## src/rtl/ide_mirror_pkg.sv

```systemverilog
package ide_mirror_pkg;
    localparam int NCH = 2;
    localparam int AW  = 8;
    localparam int DW  = 8;

    localparam logic [AW-1:0] ADR_ST0  = 8'h50;
    localparam logic [AW-1:0] ADR_EN   = 8'h51;
    localparam logic [AW-1:0] ADR_ST1  = 8'h57;
    localparam logic [AW-1:0] ADR_MODE = 8'h71;

    localparam int ST0_BIT       = 2;
    localparam int ST1_BIT       = 4;
    localparam int EN0_BIT       = 2;
    localparam int EN1_BIT       = 3;
    localparam int MODE_PEND_LSB = 2;
    localparam int MODE_BLK_LSB  = 4;
endpackage

```

## src/rtl/ide_chan_edge.sv

```systemverilog
module ide_chan_edge
    import ide_mirror_pkg::*;
(
    input  logic           clk,
    input  logic           rst_n,
    input  logic [NCH-1:0] lvl_i,
    output logic [NCH-1:0] lvl_q_o,
    output logic [NCH-1:0] rise_o,
    output logic [NCH-1:0] fall_o
);
    for (genvar g = 0; g < NCH; g++) begin : g_ch
        always_ff @(posedge clk) begin
            if (!rst_n) lvl_q_o[g] <= 1'b0;
            else        lvl_q_o[g] <= lvl_i[g];
        end
        assign rise_o[g] =  lvl_i[g] & ~lvl_q_o[g];
        assign fall_o[g] = ~lvl_i[g] &  lvl_q_o[g];
    end
endmodule

```

## src/rtl/ide_pend_regs.sv

```systemverilog
module ide_pend_regs
    import ide_mirror_pkg::*;
(
    input  logic           clk,
    input  logic           rst_n,
    input  logic           we,
    input  logic [AW-1:0]  addr,
    input  logic [DW-1:0]  wdata,
    input  logic [NCH-1:0] rise,
    input  logic [NCH-1:0] fall,
    output logic [NCH-1:0] cpy_st,
    output logic [NCH-1:0] cpy_mode,
    output logic [NCH-1:0] blk,
    output logic [NCH-1:0] st_nxt,
    output logic [NCH-1:0] mode_nxt,
    output logic [NCH-1:0] blk_nxt
);
    logic mode_hit;
    assign mode_hit = we && (addr == ADR_MODE);

    for (genvar g = 0; g < NCH; g++) begin : g_ch
        localparam logic [AW-1:0] ST_ADR = (g == 0) ? ADR_ST0 : ADR_ST1;
        localparam int            ST_BIT = (g == 0) ? ST0_BIT : ST1_BIT;
        logic st_hit;
        assign st_hit = we && (addr == ST_ADR);

        // Apply the write to the copy it addresses, then mirror it into the other copy.
        // An input edge overrides both.
        always_comb begin
            st_nxt[g]   = cpy_st[g];
            mode_nxt[g] = cpy_mode[g];
            if (st_hit) begin
                st_nxt[g]   = cpy_st[g] & ~wdata[ST_BIT];
                mode_nxt[g] = st_nxt[g];
            end else if (mode_hit) begin
                mode_nxt[g] = cpy_mode[g] & ~wdata[MODE_PEND_LSB + g];
                st_nxt[g]   = mode_nxt[g];
            end
            if (rise[g]) begin
                st_nxt[g]   = 1'b1;
                mode_nxt[g] = 1'b1;
            end else if (fall[g]) begin
                st_nxt[g]   = 1'b0;
                mode_nxt[g] = 1'b0;
            end
        end
    end

    assign blk_nxt = mode_hit ? wdata[MODE_BLK_LSB +: NCH] : blk;

    always_ff @(posedge clk) begin
        if (!rst_n) begin
            cpy_st   <= '0;
            cpy_mode <= '0;
            blk      <= '0;
        end else begin
            cpy_st   <= st_nxt;
            cpy_mode <= mode_nxt;
            blk      <= blk_nxt;
        end
    end
endmodule

```

## src/rtl/ide_irq_merge.sv

```systemverilog
module ide_irq_merge
    import ide_mirror_pkg::*;
(
    input  logic           clk,
    input  logic           rst_n,
    input  logic [NCH-1:0] pend_nxt,
    input  logic [NCH-1:0] blk_nxt,
    output logic           irq_o
);
    always_ff @(posedge clk) begin
        if (!rst_n) irq_o <= 1'b0;
        else        irq_o <= |(pend_nxt & ~blk_nxt);
    end
endmodule

```

## src/rtl/ide_irq_mirror.sv

```systemverilog
module ide_irq_mirror
    import ide_mirror_pkg::*;
#(
    parameter bit SECONDARY_EN = 1'b0
) (
    input  logic           clk,
    input  logic           rst_n,
    input  logic [1:0]     chan_irq_i,
    input  logic           cfg_we,
    input  logic [7:0]     cfg_addr,
    input  logic [7:0]     cfg_wdata,
    output logic [7:0]     cfg_rdata,
    output logic           irq_o
);
    localparam logic [DW-1:0] EN_VAL =
        (DW'(1) << EN0_BIT) | (SECONDARY_EN ? (DW'(1) << EN1_BIT) : DW'(0));

    logic [NCH-1:0] lvl_q, rise, fall;
    logic [NCH-1:0] cpy_st, cpy_mode, blk;
    logic [NCH-1:0] st_nxt, mode_nxt, blk_nxt;

    ide_chan_edge u_edge (
        .clk     (clk),
        .rst_n   (rst_n),
        .lvl_i   (chan_irq_i),
        .lvl_q_o (lvl_q),
        .rise_o  (rise),
        .fall_o  (fall)
    );

    ide_pend_regs u_regs (
        .clk      (clk),
        .rst_n    (rst_n),
        .we       (cfg_we),
        .addr     (cfg_addr),
        .wdata    (cfg_wdata),
        .rise     (rise),
        .fall     (fall),
        .cpy_st   (cpy_st),
        .cpy_mode (cpy_mode),
        .blk      (blk),
        .st_nxt   (st_nxt),
        .mode_nxt (mode_nxt),
        .blk_nxt  (blk_nxt)
    );

    ide_irq_merge u_irq (
        .clk      (clk),
        .rst_n    (rst_n),
        .pend_nxt (mode_nxt),
        .blk_nxt  (blk_nxt),
        .irq_o    (irq_o)
    );

    always_comb begin
        cfg_rdata = '0;
        case (cfg_addr)
            ADR_ST0:  cfg_rdata[ST0_BIT] = cpy_st[0];
            ADR_ST1:  cfg_rdata[ST1_BIT] = cpy_st[1];
            ADR_EN:   cfg_rdata = EN_VAL;
            ADR_MODE: begin
                cfg_rdata[MODE_PEND_LSB +: NCH] = cpy_mode;
                cfg_rdata[MODE_BLK_LSB  +: NCH] = blk;
            end
            default:  cfg_rdata = '0;
        endcase
    end
endmodule

```

## config.mk

```make
export PLATFORM = sky130hd
export DESIGN_NAME = ide_irq_mirror
export DESIGN_NICKNAME = d
export VERILOG_FILES = /design/src/rtl/ide_mirror_pkg.sv /design/src/rtl/ide_chan_edge.sv /design/src/rtl/ide_pend_regs.sv /design/src/rtl/ide_irq_merge.sv /design/src/rtl/ide_irq_mirror.sv
export SDC_FILE = /design/constraint.sdc
export NUM_CORES = 1
export LEC_CHECK = 0
export BUFFER_PORTS_ARGS = -buffer_cell sky130_fd_sc_hd__buf_4
export CORE_MARGIN = 2
export CORE_UTILIZATION = 44
export DETAILED_ROUTE_END_ITERATION = 10
export PLACE_DENSITY = 0.87
export SLEW_MARGIN = 20
export SYNTH_ARGS = -nofsm -noshare
export SYNTH_HDL_FRONTEND = slang
export SYNTH_SLANG_ARGS = --single-unit
export TNS_END_PERCENT = 10
```

## constraint.sdc

```tcl
create_clock -name clk -period 1.56 [get_ports clk]
set_input_delay 0.156 -clock clk [delete_from_list [all_inputs] [get_ports clk]]
set_output_delay 0.156 -clock clk [all_outputs]
set_load 0.01 [all_outputs]
```

==> impl_metrics.json, run 1 <==
{
  "reg2reg_setup_slack_ns": 0.23,
  "hold_viol": 0,
  "intPower_uw": 418,
  "synth.avg_cell_area_um2": 9.42,
  "multi_input_area_um2": 444,
  "finalPower_uw": 570,
  "clk_path_buf_depth": 2,
  "drive_gt1_frac": 0.351,
  "postCtsSetupRepairBufs": 0,
  "wire_per_inst_um": 12.5,
  "drc": 0,
  "gp_congestion": 0.820,
  "synth_cells": 72,
  "cp_max_fo": 12,
  "vias": 636,
  "status": "finished, final reports clean",
  "first_pass_iters": 4,
  "antennaDiodeCount": 0,
  "clock_latency_ns": 0.26,
  "hold_buffers": 0,
  "leakagePower_nw": 0.410,
  "cpMaxStageDelayCell": "and3b_1",
  "clock_sinks": 9,
  "die_w_um": 43.3,
  "start_util": 0.461,
  "antenna_left": 0,
  "cts_max_level": 1,
  "comb_power_share": 0.239,
  "ys_seq_area_frac": 0.266,
  "dp_cells": 109,
  "die_h_um": 43.3,
  "grt_pass1_wl_um": 2370,
  "vias_per_cell": 5.63,
  "setup-tns-final_ns": 0,
  "synth_common_cells": "dfxtp_1 (9), inv_1 (8), and2_1 (6)",
  "crit_top_cell": "buf_4",
  "synth_ff_type": "dfxtp_1",
  "wl_um": 1410,
  "cp-start-kind": "input pin",
  "antenna_found_initial": 0,
  "row_count": 14,
  "numCtsBuffers": 3,
  "yosysMostFrequentCell": "dfxtp_1",
  "min_period_ns": 1.42,
  "hold_path.class": "in2reg",
  "sw_frac_of_total": 0.266,
  "rsz0062_at_grt": "no",
  "ys_async_sr_fraction": 0,
  "finalCritPeriodShare": 0.912,
  "synth_top_area_frac": 0.266,
  "dpl_worst_slack_ns": -0.00503,
  "endpoint_kind": "output pin",
  "cts_resized": 0,
  "fmax_ghz": 0.703,
  "cp_slowest_stage_delay_ns": 0.47,
  "power_frac_seq": 0.449,
  "fin_cells": 113,
  "grtUsageTotal": 0.177,
  "powerDensity_nw_per_um2": 652,
  "port_buffers": 21,
  "synth_warnings": 0,
  "seq_area_um2": 180,
  "syn_to_final_growth_pct": 28.8,
  "setup-violations-final": 0,
  "clk_root_buffer_cell": "clkbuf_4",
  "finalClockSkew_ns": 0.00200,
  "cts_tree": "yes",
  "clkTransAtPathRegs_ns": 0.06,
  "grt_pass1_vias": 579,
  "ios": 30,
  "ys_types": 28,
  "arrival_ns": 1.27,
  "final_cell_area_um2": 873,
  "critPathTopFamily": "simple AND/OR/NAND/NOR gates",
  "drv_cap": 0,
  "crit_chain": "buf_4, and3b_1, and3_2, and2_1, buf_4",
  "clkPwrFrac": 0.312,
  "holdWs_ns": 0.122,
  "coreArea_um2": 1470,
  "worst-path-buf-inv": 2,
  "ir_drop_mv": 0.730,
  "critical_path_class": "in2out",
  "synth_area_leader_cell": "dfxtp_1",
  "nets": 123,
  "grt_max_degree": 13,
  "placed_area_um2": 847,
  "dp_hpwl_um": 1160,
  "syn_area_um2": 678,
  "fillers": 138,
  "required_ns": 1.40,
  "utilization": 0.594,
  "power_switching_uw": 152,
  "synth_area_leaders": "dfxtp_1 (27%), ha_1 (7.4%), and2_1 (5.5%), a41oi_1 (5.2%), buf_4 (4.4%)",
  "drv_slew": 0,
  "die-area_um2": 1870,
  "synth_edf_count": 0,
  "grt_overflow": 0,
  "drt-initial-drc-count": 12,
  "layout_setup_ws_ns": 0.137,
  "synth-seq-cells": 9
}
==> cell families after synthesis <==
group | after synthesis | synth area share
other | 1 | 0.00553
AOI/OAI and AO/OA | 18 | 0.231
buffers and inverters | 13 | 0.0959
DFF | 9 | 0.266
muxes | 2 | 0.0443
and+or+nand+nor | 25 | 0.284
adders and majority gates | 4 | 0.0738
==> power groups by stage <==
stage / Combinational, mW / Sequential [mW] / Clock [mW]
after floorplan: 0.0789 / 0.261 / 0
after global placement: 0.132 / 0.261 / 0
after detailed placement: 0.136 / 0.261 / 0
after CTS: 0.137 / 0.256 / 0.183
after global routing: 0.151 / 0.258 / 0.193
final: 0.136 / 0.256 / 0.178
==> layout by cell type (no fill, tap or decap), types with 2 or more instances in the layout <==
master / netlist / routed
a311o_1: 2 / 2
a31o_1: 2 / 2
a31oi_1: 2 / 2
a32o_1: 2 / 2
a41oi_1: 4 / 4
and2_1: 6 / 6
buf_4: 4 / 23
clkbuf_4: 0 / 3
conb_1: 1 / 4
dfxtp_1: 9 / 9
ha_1: 4 / 4
inv_1: 8 / 8
mux2_4: 2 / 2
nand2b_1: 2 / 2
nand3_1: 4 / 4
nor2b_1: 4 / 4
nor3_1: 2 / 2
o221a_2: 2 / 2
o221ai_1: 2 / 2
==> registers in the layout, summed over array words and instances, names as in the netlist <==
register and flops:
u_regs.cpy_st 2, u_regs.blk 2, u_regs.cpy_mode 2, u_edge.lvl_q_o 2, u_irq.irq_o 1
==> layout make-up <==
| cell class | count | share of cell area |
|---|---|---|
| tap | 16 | 0.0229 |
| sequential | 9 | 0.206 |
| inverter | 8 | 0.0344 |
| clock buffer | 4 | 0.0301 |
| multi-input combinational | 53 | 0.509 |
| timing repair buffer | 23 | 0.198 |
==> final timing paths <==
| path | startpoint | endpoint | cells past startpoint |
|---|---|---|---|
| worst max-delay path | cfg_addr[7] | cfg_rdata[5] | 5 |
| worst min-delay path | chan_irq_i[0] | u_edge.lvl_q_o[0] | 2 |
| worst max register to register | u_edge.lvl_q_o[1] | u_irq.irq_o | 5 |
| worst min register to register | u_regs.cpy_st[1] | u_regs.cpy_st[1] | 1 |
==> per-layer routing <==
metal  GRT usage  wire [µm]
met4      0.0909         17
met3      0.0596         99
met1       0.184        606
met2       0.307        690
met5           0          0
No activity file was read; power rests on OpenSTA's default activity.
==> run 2, diff against run 1 <==
- CELL_PAD_IN_SITES_DETAIL_PLACEMENT: not set -> 0
- CELL_PAD_IN_SITES_GLOBAL_PLACEMENT: not set -> 1
- CORE_ASPECT_RATIO: not set -> 1.2
- CORE_UTILIZATION: 44 -> 33
- PLACE_DENSITY: 0.87 -> 0.89
==> run 2 against run 1 <==
Clock power grew 6%; utilization down 13 points; sequential cell count unchanged; largest power group unchanged; maximum frequency increased by 2.2%; critical path depth is the same; largest cell class unchanged; sequential power about the same; first-iteration DRC count down 42%; final cell count grew 3.5%.
==> impl_metrics.json, run 2 (same netlist as run 1, synthesis figures left out) <==
{
  "die-area_um2": 2440,
  "finalClockSkew_ns": 0.00303,
  "nets": 124,
  "setup-violations-final": 0,
  "min_period_ns": 1.39,
  "syn_to_final_growth_pct": 30.4,
  "clkPwrFrac": 0.324,
  "seq_area_um2": 180,
  "comb_power_share": 0.237,
  "timing.rr.start": "u_edge.lvl_q_o[1]",
  "met2RoutedLength_um": 734,
  "holdWs_ns": 0.106,
  "numCtsBuffers": 3,
  "dpl_worst_slack_ns": 0.00943,
  "start_util": 0.358,
  "reg2reg_setup_slack_ns": 0.23,
  "fmax_ghz": 0.718,
  "arrival_ns": 1.24,
  "vias": 625,
  "endpoint_kind": "output pin",
  "postCtsSetupRepairBufs": 0,
  "powerDensity_nw_per_um2": 661,
  "finalCritPeriodShare": 0.893,
  "vias_per_cell": 5.34,
  "placed_area_um2": 858,
  "port_buffers": 21,
  "gp_congestion": 0.743,
  "drt-initial-drc-count": 7,
  "cp_max_fo": 11,
  "leakagePower_nw": 0.415,
  "met1_length_um": 649,
  "power_switching_uw": 165,
  "grtUsageTotal": 0.152,
  "hold_buffers": 0,
  "wire_per_inst_um": 13.0,
  "grt_pass1_wl_um": 2690,
  "antenna_found_initial": 0,
  "min_to": "u_edge.lvl_q_o[0]",
  "clkTransAtPathRegs_ns": 0.06,
  "cts_max_level": 1,
  "die_w_um": 45.4,
  "cts_tree": "yes",
  "layout_commonest_cell": "buf_4",
  "wl_um": 1520,
  "antennaDiodeCount": 0,
  "cp-start-kind": "input pin",
  "highest_layer": "met4",
  "required_ns": 1.40,
  "row_count": 17,
  "min_from": "chan_irq_i[0]",
  "ios": 30,
  "wl_met3_um": 93,
  "ir_drop_mv": 0.323,
  "clk_root_buffer_cell": "clkbuf_4",
  "critical_path_class": "in2out",
  "layout_common_cells": "buf_4 (24), dfxtp_1 (9), inv_1 (8)",
  "dp_hpwl_um": 1240,
  "cts_resized": 0,
  "fin_cells": 117,
  "holdPathStages": 2,
  "clk_path_buf_depth": 2,
  "clock_sinks": 9,
  "fillers": 194,
  "clock_latency_ns": 0.27,
  "power_frac_seq": 0.439,
  "drc": 0,
  "reg2reg_depth": 5,
  "status": "finished, final reports clean",
  "final_cell_area_um2": 885,
  "die_h_um": 53.7,
  "grt_overflow": 0,
  "dp_cells": 113,
  "multi_input_area_um2": 444,
  "hold_path.class": "in2reg",
  "drive_gt1_frac": 0.357,
  "reg2reg_to": "u_irq.irq_o",
  "drv_slew": 0,
  "antenna_left": 0,
  "first_pass_iters": 4,
  "setup-tns-final_ns": 0,
  "intPower_uw": 420,
  "rsz0062_at_grt": "no",
  "grt_max_degree": 12,
  "hold_viol": 0,
  "coreArea_um2": 1890,
  "sw_frac_of_total": 0.283,
  "drv_cap": 0,
  "layout_setup_ws_ns": 0.167,
  "grt_pass1_vias": 621
}
[run 2: worst max-delay path, cell delays in order]
cell and delay (ns):
buf_4 0.11, and3b_1 0.45, and3_2 0.27, a32o_1 0.13, buf_4 0.12
[run 2: power groups by stage]
stage	registers, mW	clock network (mW)	logic [mW]
after detailed placement	0.262	0	0.139
after CTS	0.257	0.191	0.140
after floorplan	0.261	0	0.0789
after global placement	0.262	0	0.134
after global routing	0.259	0.205	0.156
final	0.257	0.189	0.139
[run 2: how the worst max path moves through the flow]
stage	from	to	slack, ns
floorplan	cfg_addr[3]	u_regs.cpy_st[0]	0.26
global placement	cfg_addr[7]	u_regs.blk[1]	0.03
detailed placement	cfg_addr[7]	u_regs.cpy_st[0]	0.009
CTS	cfg_addr[7]	cfg_rdata[4]	0.16
global route	cfg_addr[7]	cfg_rdata[4]	0.08
finish	cfg_addr[7]	cfg_rdata[4]	0.17
[run 2: layout make-up]
cell class                 instances  area share
clock buffer                       4      0.0297
inverter                           8      0.0339
multi-input combinational         53       0.502
sequential                         9       0.204
tap                               19      0.0269
timing repair buffer              24       0.204
[run 2: per-stage QoR]
step	utilization	power, mW
3_5_place_dp	0.453	0.401
5_1_grt	0.467	0.620
3_3_place_gp	0.453	0.396
4_1_cts	0.467	0.588
6_report	0.467	0.585
2_1_floorplan	-	0.340
[run 2: metal layers]
layer,global-route usage,vias up
met4,0.0882,0
met2,0.254,20
met5,0,-
li1,-,317
met1,0.180,283
met3,0.0268,5
==> run 3, diff against run 2 <==
- CORE_UTILIZATION: 33 -> 35
- PLACE_DENSITY: 0.89 -> 0.93
- clock period: 1.56 -> 1.7 ns (I/O delays scaled with it)
==> run 3 against run 2 <==
Register-to-register slack improved by 0.18 ns; combinational power shrank 9%; die area decreased by 5.3%; utilization increased by 1.2 points; clock power decreased by 16%; setup slack better by 0.067 ns; global-route usage shrank 0.32 points; non-clock buffer count fell by 1; sequential share of layout area rose by 0.17 points; first-iteration DRC count rose to 2.7 times the previous value; clock skew up 0.0016 ns; sequential cell count unchanged; critical path type unchanged; critical endpoint unchanged.
==> impl_metrics.json, run 3 (same netlist as run 1, synthesis figures left out) <==
{
  "status": "finished, final reports clean",
  "hold_buffers": 0,
  "antenna_found_initial": 0,
  "holdWs_ns": 0.141,
  "grt_overflow": 0,
  "wire_per_inst_um": 12.7,
  "intPower_uw": 384,
  "clkTransAtPathRegs_ns": 0.06,
  "clock_sinks": 9,
  "drt-initial-drc-count": 19,
  "cts_tree": "yes",
  "layout_commonest_cell": "buf_4",
  "syn_to_final_growth_pct": 29.3,
  "cp-start-kind": "input pin",
  "setup-violations-final": 0,
  "clkPwrFrac": 0.305,
  "leakagePower_nw": 0.410,
  "holdPathStages": 2,
  "grt_pass1_vias": 638,
  "start_util": 0.371,
  "drc": 0,
  "drv_cap": 0,
  "crit_top_cell": "buf_4",
  "critPathTopFamily": "simple AND/OR/NAND/NOR gates",
  "min_from": "chan_irq_i[1]",
  "arrival_ns": 1.30,
  "numCtsBuffers": 3,
  "crit_chain": "buf_4, and3b_1, and3_2, a32o_1, buf_4",
  "cts_resized": 0,
  "vias": 636,
  "cpMaxStageDelayCell": "and3b_1",
  "vias_per_cell": 5.48,
  "worst-path-buf-inv": 2,
  "grt_max_degree": 13,
  "finalClockSkew_ns": 0.00458,
  "antenna_left": 0,
  "required_ns": 1.53,
  "rsz0062_at_grt": "no",
  "endpoint_kind": "output pin",
  "cts_max_level": 1,
  "clk_root_buffer_cell": "clkbuf_4",
  "die_w_um": 44.2,
  "ir_drop_mv": 0.272,
  "wl_um": 1480,
  "ios": 30,
  "power_frac_seq": 0.453,
  "grt_pass1_wl_um": 2510,
  "clock_latency_ns": 0.25,
  "antennaDiodeCount": 0,
  "cp_max_fo": 12,
  "power_switching_uw": 137,
  "fmax_ghz": 0.682,
  "coreArea_um2": 1830,
  "hold_path.class": "in2reg",
  "sw_frac_of_total": 0.263,
  "die-area_um2": 2310,
  "die_h_um": 52.2,
  "port_buffers": 21,
  "grtUsageTotal": 0.149,
  "min_period_ns": 1.47,
  "reg2reg_depth": 5,
  "nets": 123,
  "comb_power_share": 0.242,
  "postCtsSetupRepairBufs": 0,
  "critical_path_class": "in2out",
  "layout_common_cells": "buf_4 (23), dfxtp_1 (9), inv_1 (8)",
  "cp_slowest_stage_delay_ns": 0.47,
  "clk_path_buf_depth": 2,
  "gp_congestion": 0.695,
  "min_to": "u_edge.lvl_q_o[1]",
  "hold_viol": 0,
  "setup-tns-final_ns": 0,
  "drv_slew": 0,
  "reg2reg_to": "u_irq.irq_o",
  "reg2reg_setup_slack_ns": 0.41,
  "timing.rr.start": "u_edge.lvl_q_o[1]",
  "drive_gt1_frac": 0.351,
  "finalCritPeriodShare": 0.862,
  "first_pass_iters": 4,
  "powerDensity_nw_per_um2": 594,
  "row_count": 17
}
==> run 3: layer usage <==
layer	up-vias	GRT usage	routed length [µm]
met1	291	0.155	585
met2	26	0.265	779
met4	0	0.106	10
met3	2	0.0241	102
li1	317	-	-
met5	-	0	0
==> run 3: per-stage QoR <==
step	utilization	setup WS, ns	std cells	instance area (µm²)	power, mW
finish	0.479	0.235	116	877	0.521
global route	0.479	0.147	116	877	0.556
CTS	0.479	0.235	116	877	0.530
detailed placement	0.465	0.130	112	851	0.366
global placement	0.465	0.140	112	851	0.363
floorplan	-	0.388	75	689	0.312
==> run 3: final cells by class <==
| class | instances | area, µm² |
|---|---|---|
| timing repair buffer | 23 | 173 |
| clock buffer | 4 | 26.3 |
| tap | 19 | 23.8 |
| sequential | 9 | 180 |
| inverter | 8 | 30.0 |
| fill | 178 | 952 |
| multi-input combinational | 53 | 444 |
==> run 3: worst max-delay path by stage <==
stage          depth (start not counted)        start  slack [ns]               end
6_report                               5  cfg_addr[7]        0.23      cfg_rdata[4]
5_1_grt                                5  cfg_addr[7]        0.15      cfg_rdata[4]
4_1_cts                                5  cfg_addr[7]        0.23      cfg_rdata[4]
3_5_place_dp                           5  cfg_addr[3]        0.13  u_regs.cpy_st[0]
3_3_place_gp                           5  cfg_addr[7]        0.14       u_irq.irq_o
2_1_floorplan                          4  cfg_addr[3]        0.39  u_regs.cpy_st[0]
==> run 3: power by group through the flow <==
| stage | registers [mW] | clock network [mW] | logic (mW) |
|---|---|---|---|
| detailed placement | 0.241 | 0 | 0.125 |
| floorplan | 0.239 | 0 | 0.0724 |
| global route | 0.237 | 0.177 | 0.142 |
| finish | 0.236 | 0.159 | 0.126 |
| global placement | 0.240 | 0 | 0.123 |
| CTS | 0.236 | 0.167 | 0.127 |
==> run 3: worst reg2reg max path, stage by stage, from the launching register on <==
cell and delay (ns):
dfxtp_1 0.33, inv_1 0.05, ha_1 0.21, a311o_1 0.27, o221ai_1 0.21, o22ai_1 0.10
